[config.mk]
export PLATFORM = sky130hd
export DESIGN_NAME = bus_watchdog
export DESIGN_NICKNAME = d
export VERILOG_FILES = /design/src/rtl/bwd_pkg.sv /design/src/rtl/bwd_tick_sync.sv /design/src/rtl/bwd_timer.sv /design/src/rtl/bwd_fault_out.sv /design/src/rtl/bus_watchdog.sv
export SDC_FILE = /design/constraint.sdc
export NUM_CORES = 1
export LEC_CHECK = 0
export BUFFER_PORTS_ARGS = -buffer_cell sky130_fd_sc_hd__buf_2
export CORE_AREA = 2 2 39 41
export CTS_CLUSTER_SIZE = 24
export DETAILED_ROUTE_END_ITERATION = 16
export DIE_AREA = 0 0 41 43
export SLEW_MARGIN = 20
export SYNTH_ARGS = -nofsm -noshare
export SYNTH_HDL_FRONTEND = slang
export SYNTH_SLANG_ARGS = --single-unit
[constraint.sdc]
create_clock -name clk_i -period 1.6 [get_ports clk_i]
set_input_delay 0.32 -clock clk_i [delete_from_list [all_inputs] [get_ports clk_i]]
set_output_delay 0.32 -clock clk_i [all_outputs]
set_load 0.05 [all_outputs]
[src/rtl/bwd_pkg.sv]
package bwd_pkg;
  typedef enum logic [1:0] {
    ST_IDLE  = 2'd0,
    ST_RUN   = 2'd1,
    ST_FORCE = 2'd2,
    ST_DONE  = 2'd3
  } bwd_state_e;
endpackage

[src/rtl/bwd_tick_sync.sv]
module bwd_tick_sync #(
  parameter int unsigned SYNC_STAGES = 2
) (
  input  logic clk_i,
  input  logic rst_ni,
  input  logic tclk_i,
  output logic tick_o
);
  localparam int unsigned LAST = SYNC_STAGES - 1;

  logic [SYNC_STAGES-1:0] sync_q;
  logic                   prev_q;

  for (genvar g = 0; g < SYNC_STAGES; g++) begin : g_stage
    if (g == 0) begin : g_first
      always_ff @(posedge clk_i or negedge rst_ni) begin
        if (!rst_ni) sync_q[g] <= 1'b0;
        else         sync_q[g] <= tclk_i;
      end
    end else begin : g_next
      always_ff @(posedge clk_i or negedge rst_ni) begin
        if (!rst_ni) sync_q[g] <= 1'b0;
        else         sync_q[g] <= sync_q[g-1];
      end
    end
  end

  always_ff @(posedge clk_i or negedge rst_ni) begin
    if (!rst_ni) prev_q <= 1'b0;
    else         prev_q <= sync_q[LAST];
  end

  // rising edge of the synchronised timing clock
  assign tick_o = sync_q[LAST] & ~prev_q;
endmodule

[src/rtl/bwd_timer.sv]
module bwd_timer
  import bwd_pkg::*;
#(
  parameter int unsigned EXPIRE_EDGES = 2
) (
  input  logic       clk_i,
  input  logic       rst_ni,
  input  logic       en_i,
  input  logic       cyc_i,
  input  logic       rdy_ni,
  input  logic       tick_i,
  output logic       expire_o,
  output bwd_state_e state_o
);
  localparam int unsigned CNT_W = $clog2(EXPIRE_EDGES + 1);
  localparam logic [CNT_W-1:0] CNT_LAST = CNT_W'(EXPIRE_EDGES - 1);

  bwd_state_e     state_q, state_d;
  logic [CNT_W-1:0] cnt_q, cnt_d;

  always_comb begin
    state_d  = state_q;
    cnt_d    = cnt_q;
    expire_o = 1'b0;
    if (!en_i || !cyc_i) begin
      state_d = ST_IDLE;
      cnt_d   = '0;
    end else begin
      unique case (state_q)
        ST_IDLE: begin
          cnt_d   = '0;
          state_d = rdy_ni ? ST_RUN : ST_DONE;
        end
        ST_RUN: begin
          if (!rdy_ni) begin
            state_d = ST_DONE;  // ready beats a same-cycle expiry
          end else if (tick_i) begin
            if (cnt_q == CNT_LAST) begin
              state_d  = ST_FORCE;
              expire_o = 1'b1;
            end else begin
              cnt_d = cnt_q + 1'b1;
            end
          end
        end
        ST_FORCE: state_d = ST_FORCE;
        ST_DONE:  state_d = ST_DONE;
        default:  state_d = ST_IDLE;
      endcase
    end
  end

  always_ff @(posedge clk_i or negedge rst_ni) begin
    if (!rst_ni) begin
      state_q <= ST_IDLE;
      cnt_q   <= '0;
    end else begin
      state_q <= state_d;
      cnt_q   <= cnt_d;
    end
  end

  assign state_o = state_q;
endmodule

[src/rtl/bwd_fault_out.sv]
module bwd_fault_out (
  input  logic clk_i,
  input  logic rst_ni,
  input  logic expire_i,
  input  logic io_sel_i,
  output logic flt_io_o,
  output logic flt_mem_o
);
  always_ff @(posedge clk_i or negedge rst_ni) begin
    if (!rst_ni) begin
      flt_io_o  <= 1'b0;
      flt_mem_o <= 1'b0;
    end else begin
      flt_io_o  <= expire_i &  io_sel_i;
      flt_mem_o <= expire_i & ~io_sel_i;
    end
  end
endmodule

[src/rtl/bus_watchdog.sv]
module bus_watchdog
  import bwd_pkg::*;
#(
  parameter int unsigned SYNC_STAGES  = 2,
  parameter int unsigned EXPIRE_EDGES = 2
) (
  input  logic clk_i,
  input  logic rst_ni,
  input  logic tclk_i,
  input  logic cyc_i,
  input  logic io_sel_i,
  input  logic ext_rdy_ni,
  input  logic pause_ni,
  input  logic hold_ack_ni,
  output logic force_rdy_o,
  output logic flt_io_o,
  output logic flt_mem_o
);
  logic       tick;
  logic       expire;
  logic       timer_en;
  bwd_state_e state;

  assign timer_en = pause_ni & hold_ack_ni;

  bwd_tick_sync #(.SYNC_STAGES(SYNC_STAGES)) u_sync (
    .clk_i  (clk_i),
    .rst_ni (rst_ni),
    .tclk_i (tclk_i),
    .tick_o (tick)
  );

  bwd_timer #(.EXPIRE_EDGES(EXPIRE_EDGES)) u_timer (
    .clk_i    (clk_i),
    .rst_ni   (rst_ni),
    .en_i     (timer_en),
    .cyc_i    (cyc_i),
    .rdy_ni   (ext_rdy_ni),
    .tick_i   (tick),
    .expire_o (expire),
    .state_o  (state)
  );

  bwd_fault_out u_fault (
    .clk_i     (clk_i),
    .rst_ni    (rst_ni),
    .expire_i  (expire),
    .io_sel_i  (io_sel_i),
    .flt_io_o  (flt_io_o),
    .flt_mem_o (flt_mem_o)
  );

  assign force_rdy_o = (state == ST_FORCE);
endmodule

==> impl_results.md, run 1 <==
- Final hold violations: 0
- Leakage power: roughly 0.23 nW
- Post-synthesis async set-or-reset flop share: 1.00
- DR iter-0 viols: 3
- Final WL: 759 um
- Synth Flop Type: dfrtp_1
- Setup TNS: 0 ns
- Post-layout instance area: just over 500 um^2
- Sequential area share after synthesis: 0.570
- Post-DRT Antenna Nets: 0
- Element type at the critical path start: register
- Largest family of logic cells by synthesized area: simple AND/OR/NAND/NOR gates
- Worst R2R Path Depth: 3
- Grt total ovfl: 0
- Place WS: approximately 0.15 ns
- Synth Cell Area: around 400 um^2
- Max_slew headroom: 0.805
- Largest cells by area after synthesis: dfrtp_1 57%, nand4bb_4 7.0%, nand3_1 3.8%
- CP Cell Sequence: inv_1, nor2_1, buf_2
- Count leader, synth: dfrtp_1
- Total Routing Usage GR: 0.107
- Worst Hold End: u_sync.sync_q[0]
- PortBufs: 10
- Num CTS Buffers: 3
- #FFs+latches synth: 9
- Gp weighted congestion: around 0.74
- Simple-gate share of the synthesized area: 0.307
- First-pass GRT wire length: 1260 um
- RSZ-0062 raised after global routing: false
- Layout net count: 58
- Vias: around 310
- CTS max path bufs: 2
- I/O pin total: 11
- Reg2Reg Launch Point: u_timer.cnt_q[0]
- 1st-pass router iterations: 3
- Yosys top cell area share: 0.570
- Largest area contributor in the netlist: dfrtp_1
- MaxCap Viol Count: 0
- Antenna Cells: 0
- Post-DP Area: ~470 um^2
- Worst setup EP type: output port
- Hold Crit Depth: 1
- Max Clk Rate: 658 MHz
- Syn Inst Count: 32
- DRC: 0
- Tcrit/Tclk final: 0.950
- Post-synthesis compound-gate area fraction: 0.0728
- Syn avg cell area: between 10 and 15 um^2
- CTS tree: built
- Die width: between 40 and 50 um
- Syn. warnings: 0
- Final Setup Violations: 0
- Row count: 14
- CP arrival: 1.20 ns
- Clock latency at the later pin of the worst-skew pair: 0.26 ns
- Least-Margin Pin Slew: 0.292 ns
- Yosys cell types: 16
- Die ar.: between 0.0015 and 0.002 mm^2
- Max VDD drop: approximately 0.54 mV
- Cts repair resizes: 0
- Core Area: between 0.001 and 0.0015 mm^2
- DR WL/cell: between 10 and 15 um
- Post-synthesis adder-cell area fraction: 0.0316
- XOR/XNOR Fraction of Synth Area: 0
- Root buffer cell: clkbuf_4
- Synth-to-layout area growth: 29.1%
- # clock sinks: 9
- Synth top cells by count: 9 x dfrtp_1, 3 x nand3_1
- Post-layout util: 0.369
- Clk_skew: approximately 0.0052 ns
- Outcome: finished, final reports clean
- Largest net degree at the start of global routing: 10
- Share of layout cells above drive strength 1: 0.333
- Postcts setup bufs: 0
- Final-layout fill cell count: approximately 140
- Kind of critical path: register to output port
- Slew Viols, Final: 0
- Initial core utilization: 0.286
- Hold Crit Class: input port to register
- Mux cell area share after synthesis: 0
- Critical Path RT: ~1.3 ns
- Initial antenna violation count: 0
- Reg clk slew, reported paths: ~0.06 ns
- FF-to-FF End: u_timer.cnt_q[1]
- PwrDens: between 800 and 900 mW/mm^2
- Slowest-stage cell, CP: dfrtp_1
- Chip height: roughly 43 um
- Vias in the first global route: roughly 300
- Cts hold-fix bufs: 1
- Crit-path max FO: 6
- Post-synth EDFFs: 0
- Syn Nets: slightly above 40
- CP peak stage delay: between 0.4 and 0.5 ns
- Post-DR vias/cell: just under 5
- R2R Setup Slk: about 0.14 ns
- Min-delay src: tclk_i
- DP HPWL: about 600 um
- Tmin final: about 1.5 ns
- PnR worst setup slack: a little over 0.08 ns
- # H-tree levels: 1
## area by class of cell
class                   instances  area, um^2  area share
flip-flops and latches          9         225       0.441
multi-input cells              21         163       0.319
repair buffers                 12        67.6       0.132
clock buffers                   3        22.5      0.0441
well taps                      16        20.0      0.0392
inverters                       2        7.51      0.0147
clock inverters                 1        5.00     0.00980
## flip-flops by register name (all words and copies together) (netlist names)
signal and cells:
u_sync.sync_q 2, u_fault.flt_io_o 1, u_timer.cnt_q 2, u_timer.state_o 2
u_sync.prev_q 1, u_fault.flt_mem_o 1
## metal layers
layer  routed length (um)  track usage  vias up  part of all wire
li1                     -            -      155                 -
met1                  354        0.141      148              0.47
met2                  358        0.147       10              0.47
met3                   45       0.0366        0             0.059
met4                    0       0.0600        0                 0
met5                    0            0        -                 0
## worst max-delay path, delay by kind of cell, from the launching register on
family / cells / cell delay (ns)
buf+inv: 2 / 0.37
simple gates: 1 / 0.15
flops: 1 / 0.43
## logic make-up (layout without fill, tap and decap cells)
| group | after synthesis | in the layout |
|---|---|---|
| simple gates | 16 | 16 |
| flops | 9 | 9 |
| compound gates | 4 | 4 |
| buf+inv | 2 | 18 |
| fa+ha+maj | 1 | 1 |
## how the worst max path moves through the flow
stage | startpoint | endpoint | slack, ns | cells after the start
global placement | u_timer.cnt_q[0] | u_timer.cnt_q[1] | 0.15 | 3
global route | u_timer.state_o[1] | force_rdy_o | 0.01 | 3
CTS | u_timer.state_o[1] | force_rdy_o | 0.06 | 3
finish | u_timer.state_o[1] | force_rdy_o | 0.08 | 3
detailed placement | u_timer.cnt_q[1] | u_fault.flt_mem_o | 0.15 | 5
floorplan | u_timer.state_o[1] | force_rdy_o | 0.14 | 2
## power by group
part	total [W]	leakage (nW)	internal, W	switching, W
registers	0.000238	0.118	0.000233	0.00000530
clock network	0.000170	0.0177	0.0000920	0.0000780
logic	0.0000324	0.0972	0.0000164	0.0000160
## cell usage in the layout (no fill, tap or decap)
cell type and instances:
or4_1 2, nand4b_1 1, nand4bb_4 1, and3_1 2
dlygate4sd3_1 1, clkinv_2 1, o2111ai_1 1, inv_1 2
nor3_1 1, buf_4 1, ha_1 1, clkbuf_4 3
nand2_1 1, o211ai_1 1, dfrtp_1 9, nor3b_1 2
nand3_1 3, a31oi_1 2, buf_2 10, or2b_1 2
nor2_1 1
## metrics by stage
step	instances	hold slack, ns	power (W)
2_1_floorplan	32	0.0244	0.000254
3_3_place_gp	59	0.178	0.000273
3_5_place_dp	59	0.182	0.000274
4_1_cts	64	0.161	0.000449
5_1_grt	64	0.154	0.000464
6_report	64	0.166	0.000441
Power figures use the tool's default switching activity.
==> run 2, diff against run 1 <==
--- a/config.mk
+++ b/config.mk
@@ -5,6 +5,7 @@
 export SDC_FILE = /design/constraint.sdc
 export NUM_CORES = 1
 export LEC_CHECK = 0
+export ABC_AREA = 1
 export BUFFER_PORTS_ARGS = -buffer_cell sky130_fd_sc_hd__buf_2
 export CORE_AREA = 2 2 39 41
 export CTS_CLUSTER_SIZE = 24
==> run 2 against run 1 <==
Effect of this change: total power grew 1.9%; clock power grew 3%; final cell count grew 27%; combinational power grew 17%; worst setup slack gained 0.099 ns; cell area grew 4.7%; count of clock-buffer cells in the layout grew 1; sequential power is essentially flat; register-to-register slack gained 0.37 ns; critical path type unchanged; first-iteration DRC count grew 67%.
==> impl_results.md, run 2 <==
- Outcome: finished, final reports clean
- CP arrival: 1.10 ns (-0.10 ns)
- Worst R2R Path Depth: 6 (+3)
- Largest net degree at the start of global routing: 10 (unchanged)
- Kind of critical path: register to output port
- FF-to-FF End: u_timer.cnt_q[1]
- Yosys cell types: 13 (-3)
- DRC: 0 (unchanged)
- Total Routing Usage GR: 0.102 (-0.00449)
- Gp weighted congestion: 0.696 (-5.8%)
- Post-layout util: 0.386 (+0.0172)
- CTS max path bufs: 2 (unchanged)
- Row count: 14 (unchanged)
- Tcrit/Tclk final: 0.888 (-0.0618)
- Min-delay src: tclk_i
- Slew Viols, Final: 0 (unchanged)
- Reg2Reg Launch Point: u_timer.cnt_q[0]
- Post-DRT Antenna Nets: 0 (unchanged)
- Grt total ovfl: 0 (unchanged)
- Setup TNS: 0 ns (unchanged)
- Layout net count: 75 (+29%)
- Post-DR vias/cell: 4.20 (-14%)
- Core Area: 0.00138 mm^2 (unchanged)
- Post-DP Area: 498 um^2 (+5.3%)
- Synth top cells by count: 10 x nor2_1, 9 x dfrtp_1, 7 x inv_1, 7 x nand2_1, 5 x nand3_1
- Count leader, synth: nor2_1
- Vias in the first global route: 321 (+6.3%)
- Area of the multi-input gates: 164 um^2 (+0.77%)
- Die width: 41 um (unchanged)
- Post-synth EDFFs: 0 (unchanged)
- Share of layout cells above drive strength 1: 0.354 (+0.0205)
- DR iter-0 viols: 5 (+2)
- Antenna Cells: 0 (unchanged)
- Syn. warnings: 0 (unchanged)
- Die ar.: 0.00176 mm^2 (unchanged)
- Reg clk slew, reported paths: 0.06 ns (about the same)
- MaxCap Viol Count: 0 (unchanged)
- Root buffer cell: clkbuf_4
- Final WL: 723 um (-4.7%)
- Final Setup Violations: 0 (unchanged)
- Register area: 225 um^2 (unchanged)
- Syn Inst Count: 50 (+56%)
- Post-layout instance area: 534 um^2 (+4.7%)
- Vias: 340 (+8.6%)
- DR WL/cell: 8.93 um (-25%)
- PortBufs: 10 (unchanged)
- Initial core utilization: 0.309 (+0.0235)
- Max_slew headroom: 0.834 (+0.0287)
- Hold Crit Class: input port to register
- Worst Hold End: u_sync.sync_q[0]
- # H-tree levels: 1 (unchanged)
- Final-layout fill cell count: 142 (-0.70%)
- Leakage power: 0.296 nW (+27%)
- Critical Path RT: 1.28 ns (about the same)
- Hold Crit Depth: 1 (unchanged)
- RSZ-0062 raised after global routing: false
- Largest cells by area after synthesis: dfrtp_1 53%, nor2_1 8.8%, nand3_2 7.0%
- Least-Margin Pin Slew: 0.251 ns (-0.0406 ns)
- Clock latency at the later pin of the worst-skew pair: 0.25 ns (about the same)
- DP HPWL: 584 um (-0.22%)
- # clock sinks: 9 (unchanged)
- Largest area contributor in the netlist: dfrtp_1
- Final hold violations: 0 (unchanged)
- Most frequent cells in the layout: 10 x nor2_1, 10 x buf_2, 9 x dfrtp_1
- Yosys top cell area share: 0.526 (-0.0433)
- 1st-pass router iterations: 2 (-1)
- Clk_skew: 0.00437 ns (-0.000804 ns)
- Sequential area share after synthesis: 0.526 (-0.0433)
- Syn avg cell area: 8.56 um^2 (-31%)
- Element type at the critical path start: register
- PwrDens: 841 mW/mm^2 (-2.6%)
- Synth-to-layout area growth: 24.9%
- First-pass GRT wire length: 1200 um (-4.9%)
- Postcts setup bufs: 0 (unchanged)
- Initial antenna violation count: 0 (unchanged)
- Tmin final: 1.42 ns (-0.0988 ns)
- Max Clk Rate: 704 MHz (+7.0%)
- Post-synthesis async set-or-reset flop share: 1.00 (unchanged)
- I/O pin total: 11 (unchanged)
- CTS tree: built
- Crit-path max FO: 5 (-1)
- Worst setup EP type: output port
- Max VDD drop: 0.336 mV (-38%)
- #FFs+latches synth: 9 (unchanged)
- R2R Setup Slk: 0.51 ns (+0.37 ns)
- Pwr Total: 0.000449 W (+1.9%)
- Synth Flop Type: dfrtp_1
- Num CTS Buffers: 3 (unchanged)
- Syn Nets: 59 (+44%)
- Synth Cell Area: 428 um^2 (+8.2%)
- Chip height: 43 um (unchanged)
==> run 2: changes by cell type in the layout (fill, tap and decap cells not counted), moves of 3 or more <==
cell	change
nor2_1	+9
nand3_2	+3
inv_1	+5
nand2_1	+6
==> run 2: per-stage QoR <==
step | std cells | hold slack (ns) | setup slack, ns
global route | 81 | 0.163 | 0.0868
global placement | 76 | 0.183 | 0.463
floorplan | 50 | 0.0244 | 0.128
CTS | 81 | 0.172 | 0.174
detailed placement | 76 | 0.185 | 0.456
finish | 81 | 0.175 | 0.179
==> run 2: what timing repair did <==
action / in CTS / in global routing
resized for setup: 0 / 0
hold buffers: 1 / 0
endpoints found under the hold margin: 9 / 0
==> run 2: routing by layer <==
metal  track usage  part of all wire  up-vias  wire length, um
li1              -                 -      184                -
met1         0.130              0.49      152              355
met2         0.147              0.49        4              355
met3        0.0314             0.017        0               12
met4        0.0600                 0        0                0
met5             0                 0        -                0
==> run 2: worst max-delay path by stage <==
stage          slack [ns]                from            endpoint  depth (start not counted)
4_1_cts              0.17  u_timer.state_o[0]         force_rdy_o                          2
2_1_floorplan        0.13  u_timer.state_o[0]  u_timer.state_o[0]                          4
6_report             0.18  u_timer.state_o[0]         force_rdy_o                          2
5_1_grt              0.09  u_timer.state_o[0]         force_rdy_o                          2
3_3_place_gp         0.46  u_timer.state_o[0]         force_rdy_o                          2
3_5_place_dp         0.46  u_timer.state_o[0]         force_rdy_o                          2
==> run 2: layout make-up <==
class / instances / share of cell area
timing repair buffer: 11 / 0.112
inverter: 10 / 0.0726
tap: 16 / 0.0375
multi-input combinational: 31 / 0.307
sequential: 9 / 0.422
clock buffer: 4 / 0.0492
==> run 2: power breakdown <==
part | total [W] | internal, W | switching (W)
Combinational | 0.0000378 | 0.0000145 | 0.0000233
Sequential | 0.000237 | 0.000233 | 0.00000359
Clock | 0.000175 | 0.0000960 | 0.0000785
==> run 2: worst max-delay path, cell delays in order (launching register included) <==
cell	delay [ns]
dfrtp_1	0.42
nor2_1	0.14
buf_2	0.28
==> run 2: cell families (layout without fill, tap and decap cells) <==
kind of cell               count (synthesis)  in the layout  synth area share
and+or+nand+nor                           28             28             0.322
adders and majority gates                  1              1            0.0292
buffers and inverters                     10             25            0.0906
DFF                                        9              9             0.526
AOI/OAI and AO/OA                          2              2            0.0322
==> run 3, diff against run 2 <==
--- a/config.mk
+++ b/config.mk
@@ -7,10 +7,10 @@
 export LEC_CHECK = 0
 export ABC_AREA = 1
 export BUFFER_PORTS_ARGS = -buffer_cell sky130_fd_sc_hd__buf_2
-export CORE_AREA = 2 2 39 41
+export CORE_AREA = 4 4 41 43
 export CTS_CLUSTER_SIZE = 24
 export DETAILED_ROUTE_END_ITERATION = 16
-export DIE_AREA = 0 0 41 43
+export DIE_AREA = 0 0 45 47
 export SLEW_MARGIN = 20
 export SYNTH_ARGS = -nofsm -noshare
 export SYNTH_HDL_FRONTEND = slang
==> run 3 against run 2 <==
Effect of this change: sequential share of layout area increased by 0.099 points; count of clock-buffer cells in the layout unchanged; largest power group unchanged; cell area down 0.23%; register-to-register slack about the same; non-clock buffer count stayed put; clock power is 3% lower; critical endpoint unchanged; combinational power barely moved.
==> impl_results.md, run 3 (synthesized netlist as in run 2, its figures left out) <==
- Reg power frac: 0.533 (+0.006)
- CP arrival: 1.11 ns (about the same)
- Initial antenna violation count: 0 (unchanged)
- Chip height: 47 um (+9.3%)
- Root buffer cell: clkbuf_4
- Row count: 13 (-1)
- Reg clk slew, reported paths: 0.06 ns (about the same)
- PortBufs: 10 (unchanged)
- DR WL/cell: 8.83 um (-1.1%)
- Sw Ratio: 0.228 (-0.00712)
- Critical Path RT: 1.28 ns (about the same)
- Synth-to-layout area growth: 24.6%
- # H-tree levels: 1 (unchanged)
- Grt total ovfl: 0 (unchanged)
- CTS max path bufs: 2 (unchanged)
- Final WL: 706 um (-2.4%)
- Antenna Cells: 0 (unchanged)
- Int Pwr: 0.000344 W (about the same)
- Final Setup Violations: 0 (unchanged)
- Largest net degree at the start of global routing: 10 (unchanged)
- Kind of critical path: register to output port
- Clk_skew: 0.00570 ns (+0.00133 ns)
- Hold Crit Class: input port to register
- Post-layout instance area: 533 um^2 (-0.23%)
- Post-DR vias/cell: 4.23 (+0.65%)
- 1st-pass router iterations: 4 (+2)
- DRC: 0 (unchanged)
- Num CTS Buffers: 3 (unchanged)
- Vias in the first global route: 340 (+5.9%)
- RSZ-0062 raised after global routing: false
- PwrDens: 835 mW/mm^2 (-0.71%)
- Postcts setup bufs: 0 (unchanged)
- # clock sinks: 9 (unchanged)
- Crit-path max FO: 5 (unchanged)
- Die width: 45 um (+9.8%)
- Layout net count: 75 (unchanged)
- Slew Viols, Final: 0 (unchanged)
- Clock share of power: 0.382 (-0.006)
- Outcome: finished, final reports clean
- CTS tree: built
- Gp weighted congestion: 0.738 (+6.2%)
- Die ar.: 0.00212 mm^2 (+20%)
- Cts hold-fix bufs: 1 (unchanged)
- Least-Margin Pin Slew: 0.251 ns (-0.000556 ns)
- Total Routing Usage GR: 0.0911 (-0.0113)
- DP HPWL: 587 um (+0.55%)
- Element type at the critical path start: register
- P_sw: 0.000101 W (-4.0%)
- Max Clk Rate: 702 MHz (-0.33%)
- Post-DP Area: 497 um^2 (-0.25%)
- Logic pwr share: 0.085 (about the same)
- Initial core utilization: 0.329 (+0.0196)
- Post-DRT Antenna Nets: 0 (unchanged)
- First-pass GRT wire length: 1320 um (+10%)
- Tcrit/Tclk final: 0.891 (+0.00290)
- MaxCap Viol Count: 0 (unchanged)
- I/O pin total: 11 (unchanged)
- Cts repair resizes: 0 (unchanged)
- Max_slew headroom: 0.834 (about the same)
- Final hold violations: 0 (unchanged)
- Share of layout cells above drive strength 1: 0.354 (unchanged)
- Worst setup EP type: output port
- Core Area: 0.00130 mm^2 (-6.0%)
- Max VDD drop: 0.435 mV (+30%)
- Tmin final: 1.43 ns (+0.00464 ns)
- Setup TNS: 0 ns (unchanged)
- Most frequent cells in the layout: 10 x nor2_1, 10 x buf_2, 9 x dfrtp_1
- Vias: 338 (-0.59%)
- DR iter-0 viols: 7 (+2)
- Leakage power: 0.296 nW (unchanged)
- Clock latency at the later pin of the worst-skew pair: 0.26 ns (about the same)
==> run 3: final cells by class <==
class,count,area (um^2)
clock buffers,4,26.3
well taps,15,18.8
multi-input cells,31,164
flip-flops and latches,9,225
repair buffers,11,60.1
inverters,10,38.8
fillers,150,768
==> run 3: power groups by stage <==
stage	clock network, W	logic, W	registers, W
5_1_grt	0.000199	0.0000438	0.000237
3_3_place_gp	0	0.0000366	0.000241
3_5_place_dp	0	0.0000369	0.000241
2_1_floorplan	0	0.0000193	0.000241
4_1_cts	0.000180	0.0000389	0.000237
6_report	0.000170	0.0000378	0.000237
==> run 3: worst paths after layout <==
path                                    startpoint  cells after the start  slack (ns)            endpoint
worst max-delay path            u_timer.state_o[0]                      2        0.17         force_rdy_o
worst min-delay path                        tclk_i                      1        0.17    u_sync.sync_q[0]
worst max register to register    u_timer.cnt_q[0]                      6        0.51    u_timer.cnt_q[1]
worst min register to register    u_sync.sync_q[0]                      0        0.36    u_sync.sync_q[1]
max in group asynchronous                   rst_ni                      2        0.98       u_sync.prev_q
min in group asynchronous                   rst_ni                      2        0.44  u_timer.state_o[0]
==> run 3: layer usage <==
layer	GRT usage	vias up	share of wire
li1	-	182	-
met1	0.0965	149	0.42
met2	0.155	5	0.53
met3	0.0345	2	0.034
met4	0.0526	0	0.021
met5	0	-	0
==> run 3: per-stage QoR <==
step	utilization	hold WS, ns	setup WS [ns]	instances	power, W
detailed placement	0.382	0.183	0.448	75	0.000278
CTS	0.410	0.160	0.160	80	0.000456
global placement	0.382	0.182	0.462	75	0.000278
global route	0.410	0.148	0.117	80	0.000481
finish	0.410	0.168	0.175	80	0.000445
floorplan	-	0.0244	0.128	50	0.000260
==> run 3: critical path, stage by stage, from the launching register on <==
cell and delay (ns):
dfrtp_1 0.42, nor2_1 0.15, buf_2 0.28
